===== config.mk =====
export PLATFORM = sky130hd
export DESIGN_NAME = irq_cause_bank
export DESIGN_NICKNAME = d
export VERILOG_FILES = /design/src/rtl/irq_bank_pkg.sv /design/src/rtl/irq_bank_ctrl.sv /design/src/rtl/irq_bank_dp.sv /design/src/rtl/irq_cause_bank.sv
export SDC_FILE = /design/constraint.sdc
export NUM_CORES = 1
export LEC_CHECK = 0
export BUFFER_PORTS_ARGS = -buffer_cell sky130_fd_sc_hd__buf_2
export CORE_MARGIN = 4
export CORE_UTILIZATION = 55
export CTS_BUF_LIST = sky130_fd_sc_hd__clkbuf_4 sky130_fd_sc_hd__clkbuf_8 sky130_fd_sc_hd__clkbuf_16
export DETAILED_ROUTE_END_ITERATION = 8
export MAX_ROUTING_LAYER = met4
export PLACE_DENSITY_LB_ADDON = 0.1
export SETUP_SLACK_MARGIN = 0.2
export SYNTH_ARGS = -nofsm -noshare
export SYNTH_HDL_FRONTEND = slang
export SYNTH_SLANG_ARGS = --single-unit

===== constraint.sdc =====
create_clock -name clk -period 3.92 [get_ports clk]
set_clock_uncertainty 0.05 [all_clocks]
set_input_delay 0.392 -clock clk [delete_from_list [all_inputs] [get_ports clk]]
set_output_delay 0.392 -clock clk [all_outputs]
set_load 0.02 [all_outputs]

===== src/rtl/irq_bank_pkg.sv =====
package irq_bank_pkg;
  localparam int REG_AW = 3;
  localparam logic [REG_AW-1:0] OFF_CTL   = 3'd0;
  localparam logic [REG_AW-1:0] OFF_CAUSE = 3'd1;
  localparam logic [REG_AW-1:0] OFF_MASKD = 3'd2;
  localparam logic [REG_AW-1:0] OFF_SET   = 3'd3;
  localparam logic [REG_AW-1:0] OFF_MASK  = 3'd4;
  localparam logic [REG_AW-1:0] OFF_MSET  = 3'd5;
  localparam logic [REG_AW-1:0] OFF_MCLR  = 3'd6;

  typedef struct packed {
    logic wrCtl;
    logic wrCause;
    logic wrMasked;
    logic wrSet;
    logic wrMask;
    logic wrMaskSet;
    logic wrMaskClr;
    logic rdAny;
    logic rdCause;
    logic rdMasked;
    logic [REG_AW-1:0] rdSel;
  } bankStrobes_t;
endpackage


===== src/rtl/irq_bank_ctrl.sv =====
module irq_bank_ctrl
  import irq_bank_pkg::*;
(
  input  logic [REG_AW-1:0] regAddr,
  input  logic              regWrEn,
  input  logic              regRdEn,
  output bankStrobes_t      strb
);
  always_comb begin
    strb.wrCtl     = regWrEn && (regAddr == OFF_CTL);
    strb.wrCause   = regWrEn && (regAddr == OFF_CAUSE);
    strb.wrMasked  = regWrEn && (regAddr == OFF_MASKD);
    strb.wrSet     = regWrEn && (regAddr == OFF_SET);
    strb.wrMask    = regWrEn && (regAddr == OFF_MASK);
    strb.wrMaskSet = regWrEn && (regAddr == OFF_MSET);
    strb.wrMaskClr = regWrEn && (regAddr == OFF_MCLR);
    strb.rdAny     = regRdEn;
    strb.rdCause   = regRdEn && (regAddr == OFF_CAUSE);
    strb.rdMasked  = regRdEn && (regAddr == OFF_MASKD);
    strb.rdSel     = regAddr;
  end
endmodule


===== src/rtl/irq_bank_dp.sv =====
module irq_bank_dp
  import irq_bank_pkg::*;
#(
  parameter int NUM_IRQ = 32
) (
  input  logic               clk,
  input  logic               rstN,
  input  bankStrobes_t       strb,
  input  logic [NUM_IRQ-1:0] wrData,
  input  logic [NUM_IRQ-1:0] hwEvent,
  output logic [NUM_IRQ-1:0] rdData,
  output logic [NUM_IRQ-1:0] ctlQ,
  output logic [NUM_IRQ-1:0] causeQ,
  output logic [NUM_IRQ-1:0] maskQ,
  output logic               irqQ
);
  logic [NUM_IRQ-1:0] maskedNow;
  logic [NUM_IRQ-1:0] forceSet;
  logic [NUM_IRQ-1:0] wrClrReq;
  logic [NUM_IRQ-1:0] rdClrReq;
  logic [NUM_IRQ-1:0] causeD;
  logic [NUM_IRQ-1:0] maskD;

  assign maskedNow = causeQ & ~maskQ;
  assign forceSet  = strb.wrSet ? wrData : '0;
  assign wrClrReq  = (strb.wrCause ? wrData : '0) |
                     (strb.wrMasked ? (wrData & ~maskQ) : '0);
  assign rdClrReq  = (strb.rdCause ? '1 : '0) |
                     (strb.rdMasked ? ~maskQ : '0);

  // per-bit clearing policy, event has priority over any clear
  for (genvar b = 0; b < NUM_IRQ; b++) begin : g_bit
    logic clrHit;
    assign clrHit    = ctlQ[b] ? rdClrReq[b] : wrClrReq[b];
    assign causeD[b] = hwEvent[b] | forceSet[b] | (causeQ[b] & ~clrHit);
  end

  always_comb begin
    maskD = maskQ;
    if (strb.wrMask)    maskD = wrData;
    if (strb.wrMaskSet) maskD = maskD | wrData;
    if (strb.wrMaskClr) maskD = maskD & ~wrData;
  end

  always_ff @(posedge clk) begin
    if (!rstN) begin
      ctlQ   <= '0;
      causeQ <= '0;
      maskQ  <= '0;
      irqQ   <= 1'b0;
    end else begin
      if (strb.wrCtl) ctlQ <= wrData;
      causeQ <= causeD;
      maskQ  <= maskD;
      irqQ   <= |(causeD & ~maskD);
    end
  end

  always_ff @(posedge clk) begin
    if (!rstN) begin
      rdData <= '0;
    end else if (strb.rdAny) begin
      case (strb.rdSel)
        OFF_CTL:   rdData <= ctlQ;
        OFF_CAUSE: rdData <= causeQ;
        OFF_MASKD: rdData <= maskedNow;
        OFF_MASK:  rdData <= maskQ;
        default:   rdData <= '0;
      endcase
    end else begin
      rdData <= '0;
    end
  end
endmodule


===== src/rtl/irq_cause_bank.sv =====
module irq_cause_bank
  import irq_bank_pkg::*;
#(
  parameter int NUM_IRQ = 32
) (
  input  logic               clk,
  input  logic               rstN,
  input  logic [REG_AW-1:0]  regAddr,
  input  logic               regWrEn,
  input  logic [NUM_IRQ-1:0] regWrData,
  input  logic               regRdEn,
  output logic [NUM_IRQ-1:0] regRdData,
  input  logic [NUM_IRQ-1:0] hwEvent,
  output logic               irqOut
);
  bankStrobes_t       strb;
  logic [NUM_IRQ-1:0] ctlVal;
  logic [NUM_IRQ-1:0] causeVal;
  logic [NUM_IRQ-1:0] maskVal;

  irq_bank_ctrl ctrl_i (
    .regAddr (regAddr),
    .regWrEn (regWrEn),
    .regRdEn (regRdEn),
    .strb    (strb)
  );

  irq_bank_dp #(.NUM_IRQ(NUM_IRQ)) dp_i (
    .clk     (clk),
    .rstN    (rstN),
    .strb    (strb),
    .wrData  (regWrData),
    .hwEvent (hwEvent),
    .rdData  (regRdData),
    .ctlQ    (ctlVal),
    .causeQ  (causeVal),
    .maskQ   (maskVal),
    .irqQ    (irqOut)
  );
endmodule


==> results by group <==
Layout
  – Diodes inserted: 0
  – Final instance area: 7964 um2
  – Most common cell after layout, fill and taps aside: dfxtp_1
  – Commonest cells after routing, fill and taps aside: 129 x dfxtp_1, 126 x a21oi_1, 103 x buf_2
  – Number of nets in the layout: 984
  – Layout cells sized above 1: 17.39%
  – Final core utilization: 66.03%
  – Area growth, synth to finish: 17.18%

STA
  – Slew HR: roughly a third
  – Worst-Margin Slew: 1.005 ns
  – RSZ-0062 raised after global routing: no
  – Final hold vios: 0
  – Setup TNS: 0 ns
  – Fin crit share: 67.37%
  – Max-slew violations: 0
  – # setup viols final: 0
  – Minimum clock period: 2.641 ns
  – Max Fclk: between 300 and 400 MHz

CTS
  – Later-pin clock latency in the skew report: 0.43 ns
  – CTS tree: built
  – Clk sinks: 129
  – Clock slew at reported path FFs: 0.05 ns
  – Inserted Clock Buffers: 17
  – Number of H-tree levels: 4
  – Post-CTS Setup Bufs: 0
  – Post-CTS Resized: 0
  – Max Root-Sink Buffers: 2
  – Root Buffer: clkbuf_16
  – Post-CTS Hold Buffers: 0

Synth
  – Top area cells in the synthesized netlist: dfxtp_1 38%, a221o_1 9.4%, a21oi_1 9.3%
  – Register bit total from synthesis: between 100 and 150
  – Avg Cell Area, Syn: approximately 8.0 um2
  – Simple-gate share of the synthesized area: 29.12%
  – Compound-gate portion of the synthesized area: 28.02%
  – Syn Inst Count: 849
  – Netlist Area Pre-Place: 6797 um2
  – Largest family of logic cells by synthesized area: simple AND/OR/NAND/NOR gates
  – Yosys cell types: 27
  – Adder-Cell Fraction of Synth Area: 0%
  – Fraction of synthesized cell area in xor and xnor cells: 0%
  – Syn nets: 920
  – Register area share after synthesis: 38.00%
  – Synth top area share: 38.00%
  – Post-synthesis mux area share: 0%
  – Dominant cell type by area after synthesis: dfxtp_1
  – Syn. warnings: 0

Floorplanning
  – Die Y: around 120 um
  – Effective utilization at floorplan: 56.35%
  – FP Rows: 40
  – Die area: 14200 um2
  – Core area: 12060 um2
  – DIE WIDTH: 119.2 um
  – Io pins: 104

Setup path
  – Crit path top cell by count: a221o_1
  – Arr. time, crit path: 2.91 ns
  – WS Path Type: in2reg
  – Worst path cell trace: buf_2 -> buf_4 -> or3b_1 -> a221o_1 -> a221o_1 -> a22oi_1 -> nand4_1 -> o41a_1
  – CP max FO: 31
  – Worst EP required: 4.18 ns
  – CP Launch Type: input port
  – Worst path slowest cell: o41a_1
  – Crit end category: flip-flop
  – Critical path's largest stage delay: 0.45 ns

Outcome
  – Status: completed

Route
  – Routed WL per cell: around 20 um
  – Met3 WL: 2054 um
  – Top sig layer: met4
  – DRT Wirelength: 22090 um
  – Initial drt markers: 1011
  – DRC: 0
  – Met1 wire length: 8796 um
  – DR vias/cell: 6.436
  – WL met2: 10550 um
  – Routed via count: 7041
  – Post-DRT Antenna Nets: 0
  – 1st-pass router iterations: 6

Power
  – Leak pwr: between 2 and 3 nW
  – Sequential share of power: 41.5%
  – Switching power: 0.0008613 W
  – Internal power: 0.002515 W
  – Switching share of total power: 25.51%
  – Clock power frac: 46.0%
  – Combinational power share: 12.5%
  – Worst IR drop on VDD: 297.4 uV
  – Overall Power: 0.003376 W
  – Power density cells: 423.9 nW/um2

Place
  – DP Wirelength: 13750 um
  – Total cell area at the placement stage: roughly 7400 um2
  – RePlAce Congestion: 0.8998
  – Port bufs: 103

GRT
  – First-pass GRT wire length: 35880 um
  – Total GRT Usage: between 30% and 40%
  – GRT Residual Overflow: 0
  – Pin count of the biggest net entering global routing: 45
  – Vias in the first global route: 6972
  – Initial antenna violation count: 0

Hold path
  – Hold Path Class: in2reg

Flow run
  – Max-cap violations: 0
## cell usage after synthesis, drive strengths merged
cell type,instances
dfxtp,129
a21oi,126
nor2,98
nand2,97
a221o,64
nand3b,64
clkbuf,61
a22oi,49
and2,33
a21o,32
nand2b,32
or3b,32
buf,18
nand4,4
and4b,2
a31oi,1
and3b,1
inv,1
nand4bb,1
nor2b,1
nor4b,1
o211ai,1
o41a,1
## registers in the layout (all words and copies together), names as in the netlist
signal	count
dp_i.causeQ	32
dp_i.ctlQ	32
dp_i.irqQ	1
dp_i.maskQ	32
dp_i.rdData	32
## metal layers
layer | GRT usage (%) | up-vias
met5 | - | -
met4 | 15.06 | 0
met3 | 6.173 | 72
met2 | 52.38 | 419
met1 | 39.03 | 3350
li1 | - | 3200
## logic make-up (layout without fill, tap and decap cells)
logic type / after synthesis / count (layout)
simple gates: 366 / 366
buf+inv: 80 / 157
flops: 129 / 129
compound gates: 274 / 274
## metrics by stage
| step | hold WS [ns] | setup slack (ns) | std cells |
|---|---|---|---|
| after CTS | 0.1847 | 1.336 | 1094 |
| after global placement | 0.4149 | 0.9033 | 1062 |
| final | 0.1957 | 1.279 | 1094 |
| after global routing | 0.1993 | 1.197 | 1094 |
| after detailed placement | 0.4236 | 0.8917 | 1062 |
| after floorplan | 0.4070 | 1.612 | 849 |
## layout make-up
cell class / instances / area (um2)
sequential: 129 / 2582
clock inverter: 5 / 50.05
tap: 168 / 210.2
inverter: 1 / 3.754
timing repair buffer: 124 / 685.7
fill: 1035 / 4098
multi-input combinational: 640 / 3900
clock buffer: 27 / 531.8
## worst max-delay path: cells and delay by family
| family | cells | cell delay, ns |
|---|---|---|
| compound gates | 4 | 1.30 |
| buf+inv | 2 | 0.61 |
| simple gates | 2 | 0.59 |
## final timing paths
check / cells past startpoint / slack, ns / end / from
worst min register to register: 2 / 0.43 / dp_i.ctlQ[19] / dp_i.ctlQ[19]
worst max register to register: 6 / 1.58 / dp_i.irqQ / dp_i.maskQ[1]
worst min-delay path: 3 / 0.20 / dp_i.ctlQ[13] / regWrData[13]
worst max-delay path: 8 / 1.28 / dp_i.irqQ / regAddr[0]
## power by group through the flow
stage | logic [W] | registers (W) | clock network (W)
2_1_floorplan | 0.000264 | 0.00142 | 0
5_1_grt | 0.000457 | 0.00141 | 0.00162
6_report | 0.000423 | 0.00140 | 0.00155
4_1_cts | 0.000414 | 0.00140 | 0.00156
3_3_place_gp | 0.000400 | 0.00142 | 0
3_5_place_dp | 0.000411 | 0.00143 | 0
Note: power is estimated with default switching activity, not from simulation.
